**src/rtl/pcgen_pkg.sv**
```systemverilog
package pcgen_pkg;

  typedef enum logic [2:0] {
    BK_SEQ  = 3'd0,
    BK_JUMP = 3'd1,
    BK_CALL = 3'd2,
    BK_COND = 3'd3,
    BK_SKIP = 3'd4,
    BK_RET  = 3'd5
  } br_kind_e;

  localparam int VEC_W = 16;

  // Entry address per interrupt source; index order is priority order.
  function automatic logic [VEC_W-1:0] irq_vector(input int unsigned idx);
    logic [VEC_W-1:0] v;
    case (idx)
      0:       v = 16'h0004;
      1:       v = 16'h0008;
      2:       v = 16'h000C;
      3:       v = 16'h0014;
      4:       v = 16'h0020;
      default: v = 16'h0000;
    endcase
    return v;
  endfunction

endpackage

```
**src/rtl/pcgen_irq_arb.sv**
```systemverilog
module pcgen_irq_arb #(
  parameter int N_SRC = 5,
  localparam int IDX_W = (N_SRC > 1) ? $clog2(N_SRC) : 1
) (
  input  logic [N_SRC-1:0] req,
  output logic [N_SRC-1:0] grant,
  output logic             any,
  output logic [IDX_W-1:0] idx
);

  // Lower index wins: each grant is masked by every lower request.
  genvar gi;
  generate
    for (gi = 0; gi < N_SRC; gi++) begin : g_grant
      if (gi == 0) begin : g_top
        assign grant[gi] = req[gi];
      end else begin : g_rest
        assign grant[gi] = req[gi] & ~(|req[gi-1:0]);
      end
    end
  endgenerate

  assign any = |req;

  always_comb begin
    idx = '0;
    for (int i = N_SRC - 1; i >= 0; i--) begin
      if (req[i]) idx = IDX_W'(i);
    end
  end

endmodule

```
**src/rtl/pcgen_page_reg.sv**
```systemverilog
module pcgen_page_reg #(
  parameter int PAGE_W = 3
) (
  input  logic              clk,
  input  logic              rst,
  input  logic              wr,
  input  logic [PAGE_W-1:0] wdata,
  output logic [PAGE_W-1:0] page_q
);

  always_ff @(posedge clk) begin
    if (rst)     page_q <= '0;
    else if (wr) page_q <= wdata;
  end

endmodule

```
**src/rtl/pcgen_next_mux.sv**
```systemverilog
module pcgen_next_mux
  import pcgen_pkg::*;
#(
  parameter int PC_W   = 14,
  parameter int PAGE_W = 3,
  parameter int N_SRC  = 5,
  localparam int OFF_W = PC_W - PAGE_W,
  localparam int IDX_W = (N_SRC > 1) ? $clog2(N_SRC) : 1
) (
  input  logic [PC_W-1:0]   pc_q,
  input  logic [PAGE_W-1:0] page_q,
  input  logic [2:0]        kind,
  input  logic [OFF_W-1:0]  off,
  input  logic [PC_W-1:0]   ret_addr,
  input  logic              irq_any,
  input  logic [IDX_W-1:0]  irq_idx,
  output logic [PC_W-1:0]   pc_next,
  output logic              push,
  output logic [PC_W-1:0]   push_val
);

  logic [PAGE_W-1:0] cur_page;
  logic [OFF_W-1:0]  cur_off;
  logic [PC_W-1:0]   pc_inc;
  logic [PC_W-1:0]   far_tgt;
  logic [PC_W-1:0]   near_tgt;
  logic [PC_W-1:0]   skip_tgt;
  logic [VEC_W-1:0]  vec_full;

  assign cur_page = pc_q[PC_W-1:OFF_W];
  assign cur_off  = pc_q[OFF_W-1:0];
  assign pc_inc   = pc_q + PC_W'(1);
  assign far_tgt  = {page_q, off};
  assign near_tgt = {cur_page, off};
  assign skip_tgt = {cur_page, OFF_W'(cur_off + OFF_W'(2))};
  assign vec_full = irq_vector(32'(irq_idx));

  always_comb begin
    pc_next  = pc_inc;
    push     = 1'b0;
    push_val = pc_inc;
    if (irq_any) begin
      pc_next  = vec_full[PC_W-1:0];
      push     = 1'b1;
      push_val = pc_q;
    end else begin
      case (br_kind_e'(kind))
        BK_JUMP: pc_next = far_tgt;
        BK_CALL: begin
          pc_next = far_tgt;
          push    = 1'b1;
        end
        BK_COND: pc_next = near_tgt;
        BK_SKIP: pc_next = skip_tgt;
        BK_RET:  pc_next = ret_addr;
        default: pc_next = pc_inc;
      endcase
    end
  end

endmodule

```
**src/rtl/paged_pc_gen.sv**
```systemverilog
module paged_pc_gen #(
  parameter int PC_W   = 14,
  parameter int PAGE_W = 3,
  parameter int N_SRC  = 5,
  localparam int OFF_W = PC_W - PAGE_W,
  localparam int IDX_W = (N_SRC > 1) ? $clog2(N_SRC) : 1
) (
  input  logic              clk,
  input  logic              rst,
  input  logic              fetch_en,
  input  logic [2:0]        br_kind,
  input  logic [OFF_W-1:0]  br_off,
  input  logic              pg_wr,
  input  logic [PAGE_W-1:0] pg_data,
  input  logic [N_SRC-1:0]  irq_req,
  input  logic [PC_W-1:0]   ret_addr,
  output logic [PC_W-1:0]   pc,
  output logic              push_req,
  output logic [PC_W-1:0]   push_addr,
  output logic [N_SRC-1:0]  irq_ack
);

  logic [PAGE_W-1:0] page_q;
  logic [N_SRC-1:0]  grant;
  logic              irq_any;
  logic [IDX_W-1:0]  irq_idx;
  logic [PC_W-1:0]   pc_next;
  logic              push_next;
  logic [PC_W-1:0]   push_val;

  pcgen_page_reg #(.PAGE_W(PAGE_W)) u_page (
    .clk   (clk),
    .rst   (rst),
    .wr    (pg_wr),
    .wdata (pg_data),
    .page_q(page_q)
  );

  pcgen_irq_arb #(.N_SRC(N_SRC)) u_arb (
    .req  (irq_req),
    .grant(grant),
    .any  (irq_any),
    .idx  (irq_idx)
  );

  pcgen_next_mux #(.PC_W(PC_W), .PAGE_W(PAGE_W), .N_SRC(N_SRC)) u_mux (
    .pc_q    (pc),
    .page_q  (page_q),
    .kind    (br_kind),
    .off     (br_off),
    .ret_addr(ret_addr),
    .irq_any (irq_any),
    .irq_idx (irq_idx),
    .pc_next (pc_next),
    .push    (push_next),
    .push_val(push_val)
  );

  always_ff @(posedge clk) begin
    if (rst) begin
      pc        <= '0;
      push_req  <= 1'b0;
      push_addr <= '0;
      irq_ack   <= '0;
    end else if (fetch_en) begin
      pc       <= pc_next;
      push_req <= push_next;
      irq_ack  <= grant;
      if (push_next) push_addr <= push_val;
    end else begin
      push_req <= 1'b0;
      irq_ack  <= '0;
    end
  end

endmodule

```
**config.mk**
```make
export PLATFORM = sky130hd
export DESIGN_NAME = paged_pc_gen
export DESIGN_NICKNAME = d
export VERILOG_FILES = /design/src/rtl/pcgen_pkg.sv /design/src/rtl/pcgen_irq_arb.sv /design/src/rtl/pcgen_page_reg.sv /design/src/rtl/pcgen_next_mux.sv /design/src/rtl/paged_pc_gen.sv
export SDC_FILE = /design/constraint.sdc
export NUM_CORES = 1
export LEC_CHECK = 0
export ABC_CLOCK_PERIOD_IN_PS = 2200
export CAP_MARGIN = 10
export CORE_MARGIN = 2
export CORE_UTILIZATION = 63
export CTS_BUF_LIST = sky130_fd_sc_hd__clkbuf_4 sky130_fd_sc_hd__clkbuf_8 sky130_fd_sc_hd__clkbuf_16
export CTS_CLUSTER_DIAMETER = 150
export CTS_CLUSTER_SIZE = 8
export DETAILED_ROUTE_END_ITERATION = 12
export DONT_BUFFER_PORTS = 1
export GPL_TIMING_DRIVEN = 0
export PLACE_DENSITY = 0.79
export RECOVER_POWER = 50
export SLEW_MARGIN = 25
export SYNTH_ARGS = -nofsm -noshare
export SYNTH_HDL_FRONTEND = slang
export SYNTH_SLANG_ARGS = --single-unit
```
**constraint.sdc**
```tcl
create_clock -name clk -period 2.2 [get_ports clk]
set_input_delay 0.22 -clock clk [delete_from_list [all_inputs] [get_ports clk]]
set_output_delay 0.22 -clock clk [all_outputs]
set_load 0.01 [all_outputs]
```
---- After elaboration in Yosys (flattened, before gate mapping) ----
Cells that the tools add are included.
word-level totals
  logic and storage cells ................. 48
  register bits after elaboration ......... 37
cells by class
  multiplexer cells ....................... 11
  reductions and logical operators ........ 9
  add/sub/neg operators ................... 2
  bitwise logic cells ..................... 9
  equality and inequality tests ........... 11
operators with widths
  cell                   count
  $pmux 14 s4            1
  $pmux 6 s5             1
  $mux 14                2
  $mux 3                 5
  $add 14x1->14 const B  1
  $eq 3x2->1 const B     4
  $add 11x2->11 const B  1
  $eq 3x3->1 const B     3
  $eq 3x1->1 const B     2
  $reduce_or 2->1        3
  $not 1->1              5
  $reduce_or 5->1        1
  $and 1x1->1            4
  $ne 2x2->1 const B     2
  $reduce_or 4->1        1
  $logic_not 3->1        1
  $reduce_and 3->1       1
  $reduce_or 3->1        1
  $mux 1                 2
  $reduce_and 2->1       1

---- Longest topological paths before layout ----
Gate-level depths: netlist of run 1.
  depth in word-level cells ............... 8
  mapped depth ............................ 7

---- Cells and area by module ----
From an unflattened synthesis of run 1, not the netlist that was laid out.
unflattened totals
  cell total of the unflattened synthesis .. 339
  area, all modules ....................... 2,776.4 um^2
modules (own cells, without submodules)
  module          times used  area each (um^2)  seq. area each (um^2)  cells an instance
  paged_pc_gen    1           1,317.5           680.7                  123
  pcgen_next_mux  1           1,285.0           0.0                    194
  pcgen_page_reg  1           101.3             60.1                   9
  pcgen_irq_arb   1           72.6              0.0                    13

---- Worst setup path after synthesis of run 1 ----
OpenSTA, ideal clock, no wires.
  path type ............................... reg-to-reg
  from .................................... register pc[2]
  to ...................................... register pc[13]
  cell stages (with the launch flop) ...... 6
  slack ................................... 149 ps
  data required time ...................... 2,083 ps
  library setup time ...................... 117 ps
  arrival ................................. 1,934 ps
  cell sequence ........................... dfxtp_1 ha_1 nand3_1 or4_1 a31o_2 a32o_1
on the way
  cells in the longest elaborated chain, start to end .. 3
ends and longest elaborated chain
  item                    line                  RTL
  start, declared         paged_pc_gen.sv:17    output logic [PC_W-1:0] pc,
  start signal, assigned  paged_pc_gen.sv:66    pc <= pc_next;
  $add 14x1->14           pcgen_next_mux.sv:32  assign pc_inc = pc_q + PC_W'(1);
  $pmux 14 s4             pcgen_next_mux.sv:47  case (br_kind_e'(kind))
  $mux 14                 pcgen_next_mux.sv:42  if (irq_any) begin
No other way between the ends.
A chain may end at the register's enable or synchronous reset.

---- Worst setup path in the final report of run 1 ----
  from .................................... register pc[7]
  to ...................................... register push_addr[12]
on the way
  cells in the longest elaborated chain, start to end .. 2
ends and longest elaborated chain
  item                  line                  RTL
  $add 14x1->14         pcgen_next_mux.sv:32
  $mux 14               pcgen_next_mux.sv:42
  end signal, assigned  paged_pc_gen.sv:69    if (push_next) push_addr <= push_val;
  end, declared         paged_pc_gen.sv:19    output logic [PC_W-1:0] push_addr,
No other way between the ends.

==> qor.txt, run 1 <==
top cell family by delay on the critical path: simple AND/OR/NAND/NOR gates
synth warn: 0
syn avg cell area: 7.84 sq um
Filler Cell Count: 301
most common cell after layout, fill and taps aside: nor2_1
HPWL Detailed: 4980 microns
CP required: 2400 ps
Pwr per Cell Area: 548 nW/um^2
clock slew at reported path FFs: 70 ps
Max-Cap Viols: 0
Top Ports: 74
Seq/Total Area, Yosys: 30.8%
Synth area leaders: dfxtp_1 31%, nor2_1 6.2%, xnor2_1 5.5%
asr flop ratio synth: 0%
post-synthesis xor/xnor area fraction: 7.64%
CTS H-Tree Depth: 2
Sw Ratio: 28.1%
max_slew headroom: 58.9%
Max Root-Sink Buffers: 2
Final GP Congestion: 0.908
Buffers on Ports: 0
Worst Path Buf+Inv: 1
worst stage delay on the critical path: 390 ps
final design utilization: 71.7%
mux contribution to synthesized area: 1.72%
unrepaired setup endpoints after global routing: no
CP Cell Sequence: clkbuf_2 -> nand4_1 -> nor3_2 -> nand3_1 -> or3_1 -> a311oi_1
Internal Power: 1.03 mW
DR pass1 iterations: 5
core box area: 3660 sq um
Finished Layout Cells: 365
setup_tns: 0 ps
fin crit period: 2100 ps
syn_nets: 349
NetSw: 0.404 mW
per-cell routed wire length: 18.6 microns
worst slew pin tran: 612 ps
Netlist Area Pre-Place: 2410 sq um
share of layout cells above drive strength 1: 12.6%
Setup crit end kind: register
Synth Area in Simple Gates: 25.7%
largest net degree at the start of global routing: 11
vias post-DR: 2371
number of synthesized flops with an enable pin: 0
vias per inst: 6.50
Horiz. Die Dim: 65.8 microns
GRT overflow: 0
Compound-Gate Fraction of Synth Area: 26.6%
placed insts: 355
leakage power: 0.859 nW
leading cell types in the layout, fill and taps excluded: 40 x nor2_1, 35 x dfxtp_1, 18 x nand2_1
Synth top area share: 30.8%
setup slack after layout: 104 ps
Antenna Violating Nets Remaining: 0
cell count after synthesis: 307
final WL: 6790 microns
# nets final: 359
Seq pwr share: 50.4%
hold crit path type: in -> reg
largest fanout on the critical path: 10
Clock Skew: 7.79 ps
global-route wire length before repair: 10600 microns
Die Y: 65.8 microns
Netlist cell types: 60
ant diodes: 0
Arr. time, crit path: 2300 ps
FMAX: 477 MHz
DRC violations left: 0
vias in the first global route: 2185
#FFs+latches synth: 37
top_reg_cell synth: dfxtp_1
Place WS: -207 ps
slowest CP cell: dfxtp_1
root buffer cell: clkbuf_8
Initial Util: 65.8%
Die ar.: 4330 sq um
largest family of logic cells by synthesized area: compound AO/OA/AOI/OAI gates
initial drt markers: 229
GRT Overall Usage: 32.6%
Post-Synth Adder-Cell Area: 1.04%
clk_lat worst skew: 300 ps
Slew Viols, Final: 0
Peak VDD IR: 0.359 mV
antenna violations before repair: 0
Synth area leader: dfxtp_1
num rows: 22
Logic pwr share: 14.8%
Startpoint Class: register
CTS tree: yes
post-CTS setup buffer count: 0
Final Hold Vio Count: 0
Final period util: 95.3%
clock group share of total power: 34.8%
status: complete, no violations
setup violators final: 0
TritonCTS buffer count: 5
Crit Path Category: reg -> reg
area grow syn2layout: 8.99%
CTS sink count: 37
-- final timing paths --
kind | start | endpoint | slack [ps] | cells past startpoint
min | pg_data[1] | u_page.page_q[1] | 70 | 2
max reg2reg | pc[7] | push_addr[12] | 100 | 6
max | pc[7] | push_addr[12] | 100 | 6
min reg2reg | u_page.page_q[1] | u_page.page_q[1] | 510 | 2
-- routing by layer --
metal  track usage (%)  part of all wire [%]  routed length (microns)
met4              13.3                   1.8                      122
met5                 0                     0                        0
met2              50.8                    45                     3040
met3              6.64                    10                      676
met1              43.7                    43                     2950
-- kinds of logic (layout without fill, tap and decap cells) --
| kind of cell | Yosys count | count (layout) |
|---|---|---|
| flip-flops | 37 | 37 |
| multiplexers | 4 | 4 |
| AO/OA/AOI/OAI | 89 | 89 |
| XOR/XNOR | 21 | 21 |
| AND/OR/NAND/NOR | 117 | 117 |
| adder cells (fa/ha/maj) | 2 | 2 |
| buffers and inverters | 37 | 47 |
-- power groups by stage --
stage,registers [mW],logic [mW],clock network [mW]
global placement,0.739,0.200,0
floorplan,0.735,0.157,0
finish,0.724,0.212,0.500
detailed placement,0.740,0.202,0
global route,0.728,0.235,0.523
CTS,0.725,0.207,0.504
-- cell usage after synthesis (2+ instances only) --
master,number
o32ai_1,3
or3b_2,3
nand4_1,4
ha_1,2
or3_1,3
o211ai_1,2
o31ai_1,4
inv_1,8
a311oi_1,3
a221oi_1,2
nor3_2,2
and2_1,3
clkbuf_1,22
buf_6,2
a21oi_1,14
nor2b_1,2
nor3_1,9
or4_1,3
a22oi_1,4
xor2_1,6
nand3_1,9
o2111ai_1,3
a211oi_1,17
a31o_2,3
xnor2_1,15
a22o_1,2
dfxtp_1,37
and3_1,4
o21ai_0,16
nand2b_1,2
nand2_1,19
buf_2,4
nor3b_1,2
mux2i_1,3
o32a_1,2
nor2_1,40
a32o_1,3
nor4_1,3
-- sequential cells by signal (all words and copies together), names as in the netlist --
register and cells:
pc 14, u_page.page_q 3, irq_ack 5, push_addr 14
push_req 1
-- through the flow --
stage	hold slack (ps)	total power, mW	area [sq um]
after global routing	90.5	1.49	2620
after CTS	70.6	1.44	2610
after detailed placement	300	0.942	2470
after global placement	298	0.939	2470
after floorplan	296	0.892	2410
final	68.4	1.44	2620
-- worst reg2reg max path: stages, from the launching register on --
cell	delay, ps
dfxtp_1	390
clkbuf_2	260
nand4_1	240
nor3_2	330
nand3_1	190
or3_1	350
a311oi_1	250
-- area by class of cell --
cell class | count | area [sq um] | share of cell area [%]
Multi-Input combinational cell | 233 | 1530 | 58.2
Sequential cell | 37 | 748 | 28.5
Buffer | 29 | 138 | 5.25
Clock buffer | 7 | 90.1 | 3.43
Tap cell | 48 | 60.1 | 2.29
Timing Repair Buffer | 3 | 30.0 | 1.14
Inverter | 8 | 30.0 | 1.14
-- repair_timing --
action,4_1_cts,5_1_grt
hold buffers,3,0
gates resized for setup,8,11
endpoints found under the hold margin,2,0
endpoints found under the setup margin,7,7
Note: power is estimated with default switching activity, not from simulation.
==> run 2: changes to the inputs <==
Settings changed: RECOVER_POWER 50 to 25.
==> qor.txt, run 2 (same netlist as run 1, synthesis figures left out) <==
max_slew headroom: 59.0%
final design utilization: 71.7%
DRC violations left: 0
Setup crit end kind: register
power consumption: 1.44 mW
share of layout cells above drive strength 1: 12.9%
per-cell routed wire length: 18.5 microns
largest net degree at the start of global routing: 11
HPWL Detailed: 4980 microns
Max Root-Sink Buffers: 2
Filler Cell Count: 301
R2R Path End: push_addr[12]
vias per inst: 6.54
global-route wire length before repair: 10600 microns
setup violators final: 0
worst r2r src: pc[7]
Top Ports: 74
final WL: 6770 microns
most common cell after layout, fill and taps aside: nor2_1
Die ar.: 4330 sq um
Buffers on Ports: 0
register area: 748 sq um
Horiz. Die Dim: 65.8 microns
num rows: 22
Initial Util: 65.8%
Arr. time, crit path: 2290 ps
Post-DP Area: 2470 sq um
GRT Overall Usage: 32.6%
Max-Cap Viols: 0
CP required: 2400 ps
CTS sink count: 37
Worst Hold End: u_page.page_q[1]
Antenna Violating Nets Remaining: 0
Peak VDD IR: 0.358 mV
clock slew at reported path FFs: 70 ps
Place WS: -207 ps
status: complete, no violations
Startpoint Class: register
largest fanout on the critical path: 10
leakage power: 0.860 nW
clk_lat worst skew: 300 ps
# nets final: 359
unrepaired setup endpoints after global routing: no
CTS tree: yes
area grow syn2layout: 9.04%
Die Y: 65.8 microns
TritonCTS buffer count: 5
ant diodes: 0
hold crit path type: in -> reg
worst r2r path cells: 6
FMAX: 479 MHz
Hold Startpoint: pg_data[1]
vias post-DR: 2386
Final period util: 95.0%
initial drt markers: 233
post-route cell area: 2630 sq um
FF-to-FF setup slack: 110 ps
fin crit period: 2090 ps
Hold Path Depth: 2
Slew Viols, Final: 0
setup_tns: 0 ps
largest registers: pc: 14 flops, push_addr: 14 flops, irq_ack: 5 flops
setup slack after layout: 110 ps
post-CTS setup buffer count: 0
root buffer cell: clkbuf_8
DR pass1 iterations: 5
Crit Path Category: reg -> reg
leading cell types in the layout, fill and taps excluded: 40 x nor2_1, 35 x dfxtp_1, 18 x nand2_1
antenna violations before repair: 0
vias in the first global route: 2185
Clock Skew: 7.17 ps
worst slew pin tran: 610 ps
Final Hold Vio Count: 0
Final GP Congestion: 0.908
area used by multi-input combinational logic: 1530 sq um
core box area: 3660 sq um
CTS H-Tree Depth: 2
Pwr per Cell Area: 547 nW/um^2
GRT overflow: 0
[run 2: cell count changes in the layout (fill, tap and decap cells not counted)]
cell	delta
buf_2	+1
clkbuf_1	-1
[run 2: where the power goes]
| group | switching (mW) | internal (mW) |
|---|---|---|
| logic | 0.134 | 0.0780 |
| registers | 0.0293 | 0.695 |
| clock network | 0.240 | 0.261 |
[run 2: worst max-delay path by stage]
stage,startpoint,to,slack (ps)
floorplan,pc[2],pc[13],150
detailed placement,pc[1],push_addr[12],-210
global placement,pc[1],push_addr[12],-180
global route,pc[3],push_addr[13],3
finish,pc[7],push_addr[12],110
CTS,pc[0],pc[13],10
[run 2: worst max-delay path, cell delays in order (launching register included)]
cell and delay, ps:
dfxtp_1 390, clkbuf_2 250, nand4_1 240, nor3_2 330, nand3_1 190, or3_1 350, a311oi_1 240
[run 2: per-stage QoR]
| stage | hold WS (ps) | std cells |
|---|---|---|
| global route | 90.5 | 365 |
| floorplan | 296 | 307 |
| finish | 69.6 | 365 |
| detailed placement | 300 | 355 |
| CTS | 70.6 | 365 |
| global placement | 298 | 355 |
[run 2: final cells by class]
| cell class | count | area share (%) |
|---|---|---|
| buffer | 29 | 5.29 |
| clock buffer | 7 | 3.43 |
| inverter | 8 | 1.14 |
| multi-input combinational | 233 | 58.2 |
| sequential | 37 | 28.5 |
| tap | 48 | 2.29 |
| timing repair buffer | 3 | 1.14 |
[run 2: what timing repair did]
action | in CTS | in global routing
gates resized for setup | 8 | 11
endpoints found under the hold margin | 2 | 0
endpoints found under the setup margin | 7 | 7
hold buffers | 3 | 0
[run 2: per-layer routing]
metal  vias to the layer above  track usage, %  share of wire (%)
li1                       1150               -                  -
met1                      1081            43.7                 43
met2                       139            50.8                 45
met3                        16            6.64                 10
met4                         0            13.3                1.7
met5                         -               0                  0
